## config.mk

```make
export PLATFORM = sky130hd
export DESIGN_NAME = i2c_irq_vec
export DESIGN_NICKNAME = d
export VERILOG_FILES = /design/src/rtl/i2c_irq_pkg.sv /design/src/rtl/i2c_irq_flags.sv /design/src/rtl/i2c_irq_prio.sv /design/src/rtl/i2c_irq_regs.sv /design/src/rtl/i2c_irq_vec.sv
export SDC_FILE = /design/constraint.sdc
export NUM_CORES = 1
export LEC_CHECK = 0
export ABC_CLOCK_PERIOD_IN_PS = 4350
export BUFFER_PORTS_ARGS = -buffer_cell sky130_fd_sc_hd__buf_2
export CAP_MARGIN = 20
export CORE_MARGIN = 5
export CORE_UTILIZATION = 52
export DETAILED_ROUTE_END_ITERATION = 16
export GPL_TIMING_DRIVEN = 0
export PLACE_DENSITY = 0.83
export SYNTH_ARGS = -nofsm -noshare
export SYNTH_HDL_FRONTEND = slang
export SYNTH_SLANG_ARGS = --single-unit
```

## constraint.sdc

```tcl
create_clock -name clk -period 4.35 [get_ports clk]
set_clock_uncertainty 0.05 [all_clocks]
set_input_delay 0.87 -clock clk [delete_from_list [all_inputs] [get_ports clk]]
set_output_delay 0.87 -clock clk [all_outputs]
set_load 0.05 [all_outputs]
```

## src/rtl/i2c_irq_pkg.sv

```systemverilog
// Package: shared sizes and register selects for the I2C interrupt unit.
// Assumes flag index k corresponds to vector code k+1.
package i2c_irq_pkg;
    localparam int NUM_EV  = 7;
    localparam int DATA_W  = 16;
    localparam int ADDR_W  = 2;
    localparam int CODE_W  = $clog2(NUM_EV + 1);
    localparam int BUSY_BIT = 12;
    localparam int RSF_BIT  = 11;

    typedef enum logic [ADDR_W-1:0] {
        SEL_ENABLE = 2'd0,
        SEL_STATUS = 2'd1,
        SEL_VECTOR = 2'd2,
        SEL_NONE   = 2'd3
    } reg_sel_e;
endpackage

```

## src/rtl/i2c_irq_flags.sv

```systemverilog
// Sticky flag bank: one flag per event. A strobe sets the flag; a clear
// request drops it. A strobe always wins over a clear in the same cycle.
// Assumes strobes and clears are synchronous to clk.
module i2c_irq_flags #(
    parameter int N = 7
) (
    input  logic         clk,
    input  logic         rst_n,
    input  logic [N-1:0] ev,
    input  logic [N-1:0] clr,
    output logic [N-1:0] flags
);
    for (genvar i = 0; i < N; i++) begin : g_flag
        // Set-dominant sticky flag for event i.
        always_ff @(posedge clk) begin
            if (!rst_n)       flags[i] <= 1'b0;
            else if (ev[i])   flags[i] <= 1'b1;
            else if (clr[i])  flags[i] <= 1'b0;
        end

        assert_set_R2: assert property (@(posedge clk) disable iff (!rst_n)
            ev[i] |=> flags[i]);
        assert_ev_wins_R4: assert property (@(posedge clk) disable iff (!rst_n)
            (ev[i] && clr[i]) |=> flags[i]);
        assert_clear_R3: assert property (@(posedge clk) disable iff (!rst_n)
            (clr[i] && !ev[i]) |=> !flags[i]);
    end
endmodule

```

## src/rtl/i2c_irq_prio.sv

```systemverilog
// Priority encoder: returns index+1 of the lowest set bit of 'active',
// or 0 when none is set. Purely combinational.
module i2c_irq_prio #(
    parameter int N = 7,
    localparam int CW = $clog2(N + 1)
) (
    input  logic [N-1:0]  active,
    output logic [CW-1:0] code
);
    // Scan from highest to lowest so the lowest set index is left last.
    always_comb begin
        code = '0;
        for (int i = N - 1; i >= 0; i--) begin
            if (active[i]) code = CW'(i + 1);
        end
    end

    assert_code_pending_R7: assert final (code == '0 || active[code - 1'b1]);
    assert_zero_idle_R7: assert final ((active != '0) || (code == '0));
endmodule

```

## src/rtl/i2c_irq_regs.sv

```systemverilog
// Register port: holds the enable register, turns status writes and vector
// reads into flag clear requests, and registers read data.
// Assumes a read and a write may share a cycle; reads see pre-edge values.
module i2c_irq_regs
    import i2c_irq_pkg::*;
#(
    parameter int N  = NUM_EV,
    parameter int DW = DATA_W,
    parameter int AW = ADDR_W,
    localparam int CW = $clog2(N + 1)
) (
    input  logic          clk,
    input  logic          rst_n,
    input  logic [AW-1:0] addr,
    input  logic          wr,
    input  logic          rd,
    input  logic [DW-1:0] wdata,
    input  logic [N-1:0]  flags,
    input  logic [CW-1:0] code,
    input  logic          busy,
    input  logic          rsf,
    output logic [N-1:0]  enable,
    output logic [N-1:0]  clr,
    output logic [DW-1:0] rdata
);
    logic [DW-1:0] rd_mux;
    logic [N-1:0]  vec_clr;

    // Enable register, written at the enable select.
    always_ff @(posedge clk) begin
        if (!rst_n) enable <= '0;
        else if (wr && addr == SEL_ENABLE) enable <= wdata[N-1:0];
    end

    // One-hot clear of the event the vector currently reports.
    always_comb begin
        vec_clr = '0;
        if (rd && addr == SEL_VECTOR && code != '0) vec_clr[code - 1'b1] = 1'b1;
    end

    // Combined clear requests: write-one-to-clear plus vector-read retire.
    always_comb begin
        clr = vec_clr;
        if (wr && addr == SEL_STATUS) clr = clr | wdata[N-1:0];
    end

    // Read selection from current register state.
    always_comb begin
        rd_mux = '0;
        case (addr)
            SEL_ENABLE: rd_mux[N-1:0] = enable;
            SEL_STATUS: begin
                rd_mux[N-1:0]    = flags;
                rd_mux[BUSY_BIT] = busy;
                rd_mux[RSF_BIT]  = rsf;
            end
            SEL_VECTOR: rd_mux[CW-1:0] = code;
            default:    rd_mux = '0;
        endcase
    end

    // Registered read data, held between reads.
    always_ff @(posedge clk) begin
        if (!rst_n)  rdata <= '0;
        else if (rd) rdata <= rd_mux;
    end

    assert_vec_read_R8: assert property (@(posedge clk) disable iff (!rst_n)
        (rd && addr == SEL_VECTOR) |=> (rdata == DW'($past(code))));
    assert_live_busy_R5: assert property (@(posedge clk) disable iff (!rst_n)
        (rd && addr == SEL_STATUS) |=> (rdata[BUSY_BIT] == $past(busy)));
    assert_hold_R10: assert property (@(posedge clk) disable iff (!rst_n)
        !rd |=> $stable(rdata));
endmodule

```

## src/rtl/i2c_irq_vec.sv

```systemverilog
// Top: I2C interrupt status and vector unit. Collects seven event strobes
// into sticky flags, exposes enable/status/vector registers and one level
// interrupt. Assumes strobes are single-cycle and synchronous to clk.
module i2c_irq_vec
    import i2c_irq_pkg::*;
(
    input  logic              clk,
    input  logic              rst_n,
    input  logic              ev_arb_lost,
    input  logic              ev_nack,
    input  logic              ev_acc_rdy,
    input  logic              ev_rx_rdy,
    input  logic              ev_tx_rdy,
    input  logic              ev_stop,
    input  logic              ev_slave,
    input  logic              lvl_busy,
    input  logic              lvl_rsf,
    input  logic [ADDR_W-1:0] reg_addr,
    input  logic              reg_wr,
    input  logic              reg_rd,
    input  logic [DATA_W-1:0] reg_wdata,
    output logic [DATA_W-1:0] reg_rdata,
    output logic              irq
);
    logic [NUM_EV-1:0] ev_vec, flags, enable, clr;
    logic [CODE_W-1:0] code;

    assign ev_vec = {ev_slave, ev_stop, ev_tx_rdy, ev_rx_rdy,
                     ev_acc_rdy, ev_nack, ev_arb_lost};

    i2c_irq_flags #(.N(NUM_EV)) u_flags (
        .clk(clk), .rst_n(rst_n), .ev(ev_vec), .clr(clr), .flags(flags));

    i2c_irq_prio #(.N(NUM_EV)) u_prio (
        .active(flags & enable), .code(code));

    i2c_irq_regs #(.N(NUM_EV), .DW(DATA_W), .AW(ADDR_W)) u_regs (
        .clk(clk), .rst_n(rst_n), .addr(reg_addr), .wr(reg_wr), .rd(reg_rd),
        .wdata(reg_wdata), .flags(flags), .code(code), .busy(lvl_busy),
        .rsf(lvl_rsf), .enable(enable), .clr(clr), .rdata(reg_rdata));

    // Interrupt request follows a nonzero vector.
    assign irq = (code != '0);

    assert_irq_R9: assert property (@(posedge clk) disable iff (!rst_n)
        irq |-> ((flags & enable) != '0));
    assert_reset_R1: assert property (@(posedge clk)
        !rst_n |=> (!irq && reg_rdata == '0));
endmodule

```

# After elaboration in Yosys (flattened, before gate mapping)
# Index checks and enable logic that the tools add are counted.
[totals] regBits=23 input_bits=31 word_cells=58
[op_classes] muxes=28 eq_ne=2 n_reduce_logical=14 order_cmp=2 bitwise_logic=2 addsub=1
[ops] op="3-bit two-way mux" count=7
[ops] op="1-bit two-way mux" count=15
[ops] op="7-bit two-way mux" count=2
[ops] op="2-bit nonzero test" count=7
[ops] op="3-bit case mux with 3 select lines" count=1
[ops] op="4-bit case mux with 2 select lines" count=1
[ops] op="7-bit bitwise AND" count=1
[ops] op="7-bit OR" count=1
[ops] op="1-bit logical AND" count=5
[ops] op="3-bit by 4-bit less-than comparator with 1-bit output, second input constant" count=1
[ops] op="1-bit demux with 3-bit select" count=1
[ops] op="3-bit by 1-bit >= comparator with 1-bit output, second input constant" count=1
[ops] op="3-bit nonzero test" count=1
[ops] op="3-bit by 1-bit subtractor with 3-bit output, second input constant" count=1
[ops] op="2-bit by 1-bit == test with 1-bit output, second input constant" count=1
[ops] op="2-bit == test, second input constant" count=1
[ops] op="2-bit logical NOT" count=1
[ops] op="2-bit two-way mux" count=1

# Longest topological paths before layout
# Gate-level depths: netlist (run 1).
[depth] depth_word=18 ltp_mapped=10

# By module
# Synthesis (run 1) repeated with hierarchy kept, for this count alone.
[hier_totals] hier_cells=152 area_unflattened_um2=1322.5
[modules_own_cells] module="i2c_irq_regs" cells_per_inst=112 area_per_inst_um2=974.7 seq_area_each_um2=320.3 n_inst=1
[modules_own_cells] module="i2c_irq_flags" cells_per_inst=21 area_per_inst_um2=236.5 seq_area_each_um2=140.1 n_inst=1
[modules_own_cells] module="i2c_irq_prio" cells_per_inst=11 area_per_inst_um2=61.3 seq_area_each_um2=0.0 n_inst=1
[modules_own_cells] module="i2c_irq_vec" cells_per_inst=8 area_per_inst_um2=50.0 seq_area_each_um2=0.0 n_inst=1

# Worst setup path after synthesis (run 1)
# Ideal clock, no wire load.
[synth_timing] path_type="register -> output" from="register u_regs.enable[5]" to="output port irq" path_slack_ns=1.947 stages_incl_launch_ff=7 arrival_ns=1.483 path_cell_list="dfxtp_1 -> nand2_1 -> a32o_1 -> a31o_2 -> inv_1 -> ha_1 -> nand2_1"
[synth_between] elab_chain_len=8
[synth_lines] element="from (decl)" line="i2c_irq_regs.sv:22" source="output logic [N-1:0] enable,"
[synth_lines] element="from (signal assigned)" line="i2c_irq_regs.sv:32" source="else if (wr && addr == SEL_ENABLE) enable <= wdata[N-1:0];"
[synth_lines] element="7-bit bitwise AND" line="i2c_irq_vec.sv:35" source=".active(flags & enable), .code(code));"
[synth_lines] element="3-bit two-way mux (6 in a row)" line="i2c_irq_prio.sv:14" source="if (active[i]) code = CW'(i + 1);"
[synth_lines] element="3-bit nonzero test" line="i2c_irq_vec.sv:43" source="assign irq = (code != '0);"
[synth_lines] element="to (decl)" line="i2c_irq_vec.sv:23" source="output logic irq"
# Every way passes these cells.

# Worst setup path in the final report (run 1)
# Same ends and word-level chain as after synthesis.

==> reports/qor.txt, run 1 <==
post-route ant nets - 0
Synth Register Bits - 23
# fillers - 227
die area - 3652 um^2
vias - 1227
postcts setup bufs - 0
Starting Density - 53.87%
Wirelength per Cell - 14.24 um
DP HPWL - 2584 um
Reg power frac - 53.1%
CP startpoint kind - flop
Sink Count - 23
DRT Pass-1 Iters - 4
# diodes - 0
ranking of synthesized cells by area - dfxtp_1 (35%), mux2i_1 (13%), nor2b_1 (4.7%)
most used cell, CP - nand2_1
Clock Latency Late Sink - 0.30 ns
r2r setup slk - 1.67 ns
total global-route track usage - 18.63%
arrival time of the worst setup path - 1.98 ns
CTS tree - yes
Int Power - 294.4 uW
status - complete, no violations
ys async rst share - 0%
Cell variety after synth - 33
leakage - 0.0006929 uW
Synth Cell Area - 1323 um^2
most frequent cells after synthesis - dfxtp_1 (23), mux2i_1 (17), nand2_1 (15), nand3_1 (10), nor2b_1 (10)
fmax - 0.3451 GHz
top-area cell type share of the netlist area - 34.82%
Critical Path Slowest Stage Cell - dfxtp_1
Post-layout nets - 229
crit-path cells - nand2_1 -> a32o_1 -> a31o_2 -> inv_1 -> ha_1 -> nand2_1 -> buf_2
# DRC - 0
Area after DPL - 1533 um^2
PnR Total Power - 430.9 uW
Main synth FF type - dfxtp_1
element type at the critical path end - output pin
Slew Limit Fails - 0
Clk network pwr share - 22.4%
WL final - 3205 um
critical path's largest stage delay - 0.40 ns
PD cells - 276.1 nW/um^2
Final min period - 2.897 ns
Clock Pin Slew Worst Setup and Hold Paths - 0.13 ns
switching power - 136.4 uW
largest net degree at the start of global routing - 14
delay-heaviest family, CP - compound AO/OA/AOI/OAI gates
Seq/Total Area, Yosys - 34.82%
kind of critical path - flop to output pin
vias per cell - 5.453
area grow syn2layout - 17.98%
most common cell in the netlist - dfxtp_1
Post-synth EDFFs - 0
ratio of cells with drive above 1 in the final layout - 24.62%
routability congestion estimate - 0.9263
CTS Buf Count - 3
VDD IR-drop max - 0.2269 mV
Max Buffers Root-to-Sink - 2
syn avg cell area - 8.532 um^2
CP required - 3.43 ns
core outline area - 2455 um^2
slack of the critical path - 1.453 ns
final setup fails - 0
worst-path fanout max - 7
GRT Residual Overflow - 0
multi-input logic area - 758.2 um^2
Sw Share - 31.67%
post-route design area - 1560 um^2
final hold violations - 0
Hold Buf Count CTS - 0
root buf cell - clkbuf_4
Max-cap violations - 0
count of input and output buffers - 30
sequential cell area - 460.4 um^2
cell count after synthesis - 155
Starting DRT DRC Count - 33
Die Height - 60.43 um
synth warn - 0
Die W - 60.43 um
setup TNS - 0 ns
H-tree depth - 1
RSZ-0062 raised after global routing - false
WP buf/inv - 2
area leader, netlist - dfxtp_1
I/O Pins - 48
number of gates resized after CTS - 0
Gate power share - 24.5%
Cell Rows - 18
Tcrit/Tclk final - 66.61%
initial antenna violation count - 0
vias in the first global route - 1249
first-pass GRT wire length - 5202 um
Placement Setup Slack - 1.705 ns
Hold Path Class - flop to flop
-- sequential cells by signal, indices dropped and copies added (netlist names) --
signal / flops
u_flags.flags: 7
u_regs.rdata: 9
u_regs.enable: 7
-- per-stage QoR --
step | util (%) | hold WS, ns | std cells
2_1_floorplan | - | 0.4693 | 161
3_3_place_gp | 62.44 | 0.4107 | 221
3_5_place_dp | 62.44 | 0.4231 | 221
4_1_cts | 63.56 | 0.4414 | 225
5_1_grt | 63.56 | 0.4750 | 225
6_report | 63.56 | 0.4422 | 225
-- power groups by stage --
stage / Sequential (uW) / Clock, uW / Combinational, uW
5_1_grt: 230 / 106 / 114
4_1_cts: 229 / 98.7 / 105
2_1_floorplan: 240 / 0 / 70.0
3_5_place_dp: 233 / 0 / 105
3_3_place_gp: 233 / 0 / 102
6_report: 229 / 96.5 / 106
-- final timing paths --
kind,from,cells past startpoint,endpoint
worst max register to register,u_regs.enable[5],10,u_flags.flags[3]
worst min-delay path,u_regs.rdata[11],2,u_regs.rdata[11]
worst min register to register,u_regs.rdata[11],2,u_regs.rdata[11]
worst max-delay path,u_regs.enable[5],7,irq
-- per-layer routing --
| layer | GRT usage [%] | part of all wire (%) | vias up |
|---|---|---|---|
| met5 | 0 | 0 | - |
| met4 | 7.740 | 0.75 | 0 |
| met3 | 2.979 | 6.8 | 4 |
| met2 | 35.03 | 52 | 44 |
| met1 | 20.65 | 40 | 568 |
| li1 | - | - | 611 |
-- final cells by class --
class / instances / area share (%)
Multi-Input combinational cell: 115 / 48.60
Inverter: 8 / 1.925
Buffer: 15 / 6.175
Tap cell: 30 / 2.406
Clock buffer: 3 / 1.443
Clock inverter: 1 / 0.3208
Timing Repair Buffer: 30 / 9.623
Sequential cell: 23 / 29.51
-- kinds of logic after synthesis --
group,after synthesis,share of synthesized area (%)
AO/OA/AOI/OAI,37,18.73
adder cells (fa/ha/maj),2,1.892
buffers and inverters,23,9.555
flip-flops,23,34.82
multiplexers,18,13.72
other,1,0.2835
AND/OR/NAND/NOR,51,21.00
-- worst reg2reg max path: cells and delay by family, from the launching register on --
family                   cells  cell delay [ns]
AO/OA/AOI/OAI                4             0.87
AND/OR/NAND/NOR              3             0.55
buffers and inverters        1             0.16
multiplexers                 1             0.26
flip-flops                   1             0.40
adder cells (fa/ha/maj)      1             0.30
-- placed cells by master, fill, tap and decap left out, drive strengths merged, types with 2 or more instances in the layout --
cell type and instances:
a21boi 2, a21oi 8, a22oi 2, a31oi 2, a32o 2, and2 5
buf 41, clkbuf 7, conb 7, dfxtp 23, ha 2, inv 8
mux2i 17, nand2 15, nand2b 4, nand3 10, nor2 2, nor2b 10
nor4bb 2, o21a 6, o21ai 5, o22ai 5
(Power assumes the default switching activity.)
==> run 2: changes to the inputs <==
--- a/config.mk
+++ b/config.mk
@@ -5,14 +5,14 @@
 export SDC_FILE = /design/constraint.sdc
 export NUM_CORES = 1
 export LEC_CHECK = 0
-export ABC_CLOCK_PERIOD_IN_PS = 4350
+export ABC_CLOCK_PERIOD_IN_PS = 2300
 export BUFFER_PORTS_ARGS = -buffer_cell sky130_fd_sc_hd__buf_2
 export CAP_MARGIN = 20
 export CORE_MARGIN = 5
-export CORE_UTILIZATION = 52
+export CORE_UTILIZATION = 44
 export DETAILED_ROUTE_END_ITERATION = 16
 export GPL_TIMING_DRIVEN = 0
-export PLACE_DENSITY = 0.83
+export PLACE_DENSITY = 0.75
 export SYNTH_ARGS = -nofsm -noshare
 export SYNTH_HDL_FRONTEND = slang
 export SYNTH_SLANG_ARGS = --single-unit
==> constraint.sdc (replaced) <==
create_clock -name clk -period 2.3 [get_ports clk]
set_clock_uncertainty 0.05 [all_clocks]
set_input_delay 0.46 -clock clk [delete_from_list [all_inputs] [get_ports clk]]
set_output_delay 0.46 -clock clk [all_outputs]
set_load 0.05 [all_outputs]
==> reports/qor.txt, run 2 (same netlist as run 1, synthesis figures left out) <==
Slew Limit Fails - 0
Placement Setup Slack - -0.3166 ns
Top reg by flops - u_regs.rdata
PnR Total Power - 855.0 uW
met1 usage - 19.51%
WL final - 3480 um
vias in the first global route - 1283
post-route design area - 1704 um^2
VDD IR-drop max - 0.2899 mV
leakage - 0.0007383 uW
FF-to-FF path depth - 10
Clock Pin Slew Worst Setup and Hold Paths - 0.13 ns
commonest non-fill, non-tap cell in the layout - buf_2
Die W - 64.83 um
element type at the critical path end - flop
final setup fails - 0
ratio of cells with drive above 1 in the final layout - 36.36%
CP required - 2.47 ns
Critical Path Slowest Stage Cell - dfxtp_2
RSZ-0062 raised after global routing - true
sequential cell area - 466.7 um^2
vias - 1277
delay-heaviest family, CP - compound AO/OA/AOI/OAI gates
Die Height - 64.83 um
GRT Residual Overflow - 0
Cell Rows - 19
fmax - 0.4489 GHz
met2 usage - 28.99%
Sink Count - 23
status - complete, no violations
most used cell, CP - nand2_2
DRT Pass-1 Iters - 4
I/O Pins - 48
total global-route track usage - 16.65%
M3 GR Usage - 2.936%
routability congestion estimate - 0.8657
multi-input logic area - 864.6 um^2
first-pass GRT wire length - 5658 um
Starting Density - 46.75%
slack of the critical path - 0.07238 ns
Post-layout nets - 232
initial antenna violation count - 0
arrival time of the worst setup path - 2.40 ns
Hold Buf Count CTS - 0
area grow syn2layout - 28.85%
worst-path fanout max - 5
most frequent cells in the layout - buf_2 (31), dfxtp_1 (18), mux2i_1 (14)
# DRC - 0
R2R Path End - u_flags.flags[3]
Starting DRT DRC Count - 52
crit-path cells - nand2_2 -> a32o_1 -> a31o_4 -> clkinv_4 -> ha_4 -> nor4bb_4 -> nand2_2 -> mux2i_4 -> a21oi_2 -> o21a_1
vias per cell - 5.576
Hold Path Class - primary input to flop
WP buf/inv - 1
DP HPWL - 2470 um
beginning of the worst hold path - ev_tx_rdy
CP startpoint kind - flop
PD cells - 501.7 nW/um^2
Max Buffers Root-to-Sink - 2
core outline area - 2829 um^2
root buf cell - clkbuf_4
Setup crit start - u_flags.flags[1]
Final min period - 2.228 ns
final hold violations - 0
Top Registers - u_regs.rdata x9, u_flags.flags x7, u_regs.enable x7
r2r setup slk - 0.07 ns
CTS Buf Count - 3
die area - 4202 um^2
Max-cap violations - 0
largest net degree at the start of global routing - 14
count of input and output buffers - 30
# diodes - 0
busiest grt layer - met2
Wirelength per Cell - 15.20 um
Tcrit/Tclk final - 96.85%
number of flip-flops in the largest register - 9
post-route ant nets - 0
Clock Latency Late Sink - 0.32 ns
kind of critical path - flop to flop
CTS tree - yes
fin util - 60.24%
H-tree depth - 1
hold path cells - 2
Area after DPL - 1534 um^2
hold endpoint - u_flags.flags[4]
critical path's largest stage delay - 0.38 ns
# fillers - 249
Reg-to-Reg Start - u_flags.flags[1]
run 2: cell types whose count changed in the layout (fill, tap and decap cells not counted), moves of 3 or more:
cell	change
buf_4	+3
dfxtp_1	-5
dfxtp_2	+5
mux2i_1	-3
run 2: where the power goes:
group          internal (uW)  switching, uW  total (uW)  leakage, uW
combinational           93.1            136         229     0.000530
sequential               417           18.6         436     0.000190
clock                   65.1            125         190    0.0000177
run 2: routing by layer:
metal / up-vias / share of wire [%]
li1: 619 / -
met1: 593 / 40
met2: 57 / 51
met3: 8 / 7.7
met4: 0 / 2.2
met5: - / 0
run 2: cell type report:
cell class	count	share of cell area, %
well taps	31	2.276
repair buffers	33	10.28
clock buffers	3	1.322
plain buffers	15	5.653
multi-input cells	115	50.73
clock inverters	1	0.2937
inverters	8	2.056
flip-flops and latches	23	27.39
run 2: timing repair:
item	4_1_cts	5_1_grt
resized for setup	14	17
setup endpoints to repair	8	7
pin swaps	2	7
setup buffers	1	2
run 2: worst max-delay path by stage:
stage | end | depth (start not counted) | slack [ns]
floorplan | u_flags.flags[2] | 10 | 0.05
global placement | u_flags.flags[2] | 10 | -0.26
global route | u_flags.flags[3] | 10 | -0.03
detailed placement | u_flags.flags[3] | 10 | -0.32
CTS | u_flags.flags[3] | 10 | 0.03
finish | u_flags.flags[3] | 10 | 0.07
run 2: stage by stage:
stage | hold slack [ns] | TNS, ns | instances
floorplan | 0.4693 | 0 | 161
global placement | 0.4110 | -0.7979 | 222
detailed placement | 0.4282 | -1.187 | 222
CTS | 0.2935 | 0 | 227
global route | 0.2616 | -0.06594 | 229
finish | 0.2901 | 0 | 229
==> run 3: changes to the inputs <==
--- a/config.mk
+++ b/config.mk
@@ -5,14 +5,15 @@
 export SDC_FILE = /design/constraint.sdc
 export NUM_CORES = 1
 export LEC_CHECK = 0
-export ABC_CLOCK_PERIOD_IN_PS = 2300
+export ABC_CLOCK_PERIOD_IN_PS = 2200
 export BUFFER_PORTS_ARGS = -buffer_cell sky130_fd_sc_hd__buf_2
 export CAP_MARGIN = 20
 export CORE_MARGIN = 5
-export CORE_UTILIZATION = 44
+export CORE_UTILIZATION = 51
+export CTS_BUF_LIST = sky130_fd_sc_hd__clkbuf_8
 export DETAILED_ROUTE_END_ITERATION = 16
 export GPL_TIMING_DRIVEN = 0
-export PLACE_DENSITY = 0.75
+export PLACE_DENSITY = 0.82
 export SYNTH_ARGS = -nofsm -noshare
 export SYNTH_HDL_FRONTEND = slang
 export SYNTH_SLANG_ARGS = --single-unit
==> constraint.sdc (replaced) <==
create_clock -name clk -period 2.2 [get_ports clk]
set_clock_uncertainty 0.05 [all_clocks]
set_input_delay 0.44 -clock clk [delete_from_list [all_inputs] [get_ports clk]]
set_output_delay 0.44 -clock clk [all_outputs]
set_load 0.05 [all_outputs]
==> reports/qor.txt, run 3 (same netlist as run 1, synthesis figures left out) <==
most frequent cells in the layout - buf_2 (31), buf_4 (20), dfxtp_1 (15)
Hold Path Class - primary input to flop
first-pass GRT wire length - 5768 um
DRT Pass-1 Iters - 4
initial antenna violation count - 0
DP HPWL - 2455 um
largest net degree at the start of global routing - 14
PD cells - 540.6 nW/um^2
WL final - 3703 um
final setup fails - 4
GRT Residual Overflow - 0
Top reg by flops - u_regs.rdata
Final min period - 2.315 ns
area grow syn2layout - 35.67%
RSZ-0062 raised after global routing - true
vias - 1306
vias per cell - 5.534
Die W - 60.93 um
Top Registers - u_regs.rdata x9, u_flags.flags x7, u_regs.enable x7
count of input and output buffers - 30
final hold violations - 0
post-route ant nets - 0
Clock Latency Late Sink - 0.26 ns
CP startpoint kind - flop
worst-path fanout max - 5
# diodes - 0
kind of critical path - flop to flop
Starting Density - 53.38%
Die Height - 60.93 um
Wirelength per Cell - 15.69 um
fin util - 72.42%
Max-cap violations - 0
I/O Pins - 48
Post-layout nets - 240
PnR Total Power - 970.0 uW
total global-route track usage - 21.07%
Hold Buf Count CTS - 0
die area - 3712 um^2
failing checks - negative setup slack
arrival time of the worst setup path - 2.43 ns
Sink Count - 23
element type at the critical path end - flop
status - finished with violations
slack of the critical path - -0.1155 ns
CTS Buf Count - 3
commonest non-fill, non-tap cell in the layout - buf_2
Placement Setup Slack - -0.2807 ns
routability congestion estimate - 0.8755
VDD IR-drop max - 0.4292 mV
CP required - 2.31 ns
Max Buffers Root-to-Sink - 2
core outline area - 2477 um^2
ratio of cells with drive above 1 in the final layout - 40.29%
number of flip-flops in the largest register - 9
setup TNS - -0.2437 ns
Tcrit/Tclk final - 105.2%
H-tree depth - 1
# DRC - 0
Clock Pin Slew Worst Setup and Hold Paths - 0.09 ns
leakage - 0.0007951 uW
root buf cell - clkbuf_8
Starting DRT DRC Count - 41
vias in the first global route - 1265
Cell Rows - 18
fmax - 0.4319 GHz
Slew Limit Fails - 0
CTS tree - yes
## run 3: cell types whose count changed in the layout (fill, tap and decap cells not counted), sizes merged
cell and delta:
clkbuf -1, clkinv -1, buf +9, inv +1
## run 3: cell type report
| class | instances | area, um^2 |
|---|---|---|
| multi-input combinational | 115 | 870.8 |
| fill | 192 | 683.2 |
| sequential | 23 | 475.5 |
| timing repair buffer | 41 | 235.2 |
| buffer | 15 | 96.34 |
| clock buffer | 3 | 41.29 |
| tap | 30 | 37.54 |
| inverter | 8 | 32.53 |
| clock inverter | 1 | 5.005 |
## run 3: metrics by stage
stage               hold WS, ns  cell area (um^2)  cells
finish                   0.3255              1794    236
global route             0.3230              1794    236
CTS                      0.3222              1714    233
detailed placement       0.4249              1551    221
global placement         0.4103              1551    221
floorplan                0.4693              1364    161
## run 3: per-layer routing
layer / vias to the layer above / part of all wire, % / GRT usage, %
li1: 633 / - / -
met1: 612 / 42 / 27.39
met2: 53 / 50 / 33.28
met3: 8 / 6.6 / 4.043
met4: 0 / 1.7 / 10.53
met5: - / 0 / 0
## run 3: worst paths after layout
path | startpoint | slack [ns] | depth (start not counted) | end
hold / removal | ev_tx_rdy | 0.33 | 2 | u_flags.flags[4]
setup / recovery | u_regs.enable[5] | -0.12 | 10 | u_flags.flags[2]
hold reg to reg | u_regs.rdata[11] | 0.44 | 2 | u_regs.rdata[11]
setup reg to reg | u_regs.enable[5] | -0.12 | 10 | u_flags.flags[2]
## run 3: worst max-delay path: stages, from the launching register on
cell and delay [ns]:
dfxtp_4 0.38, nand2_2 0.05, a32o_2 0.26, a31o_4 0.23
inv_4 0.07, ha_4 0.22, nor4bb_4 0.32, nand2_1 0.10
mux2i_2 0.24, a21oi_1 0.11, o21a_1 0.17
## run 3: what timing repair did
item	CTS	global route
resized for setup	15	18
setup buffers	8	4
setup endpoints to repair	7	8
pin swaps	5	10
cloned	0	0
## run 3: report_power, final
part / switching (uW) / internal [uW] / leakage, uW
sequential: 18.8 / 435 / 0.000192
clock: 137 / 126 / 0.0000255
combinational: 146 / 107 / 0.000578
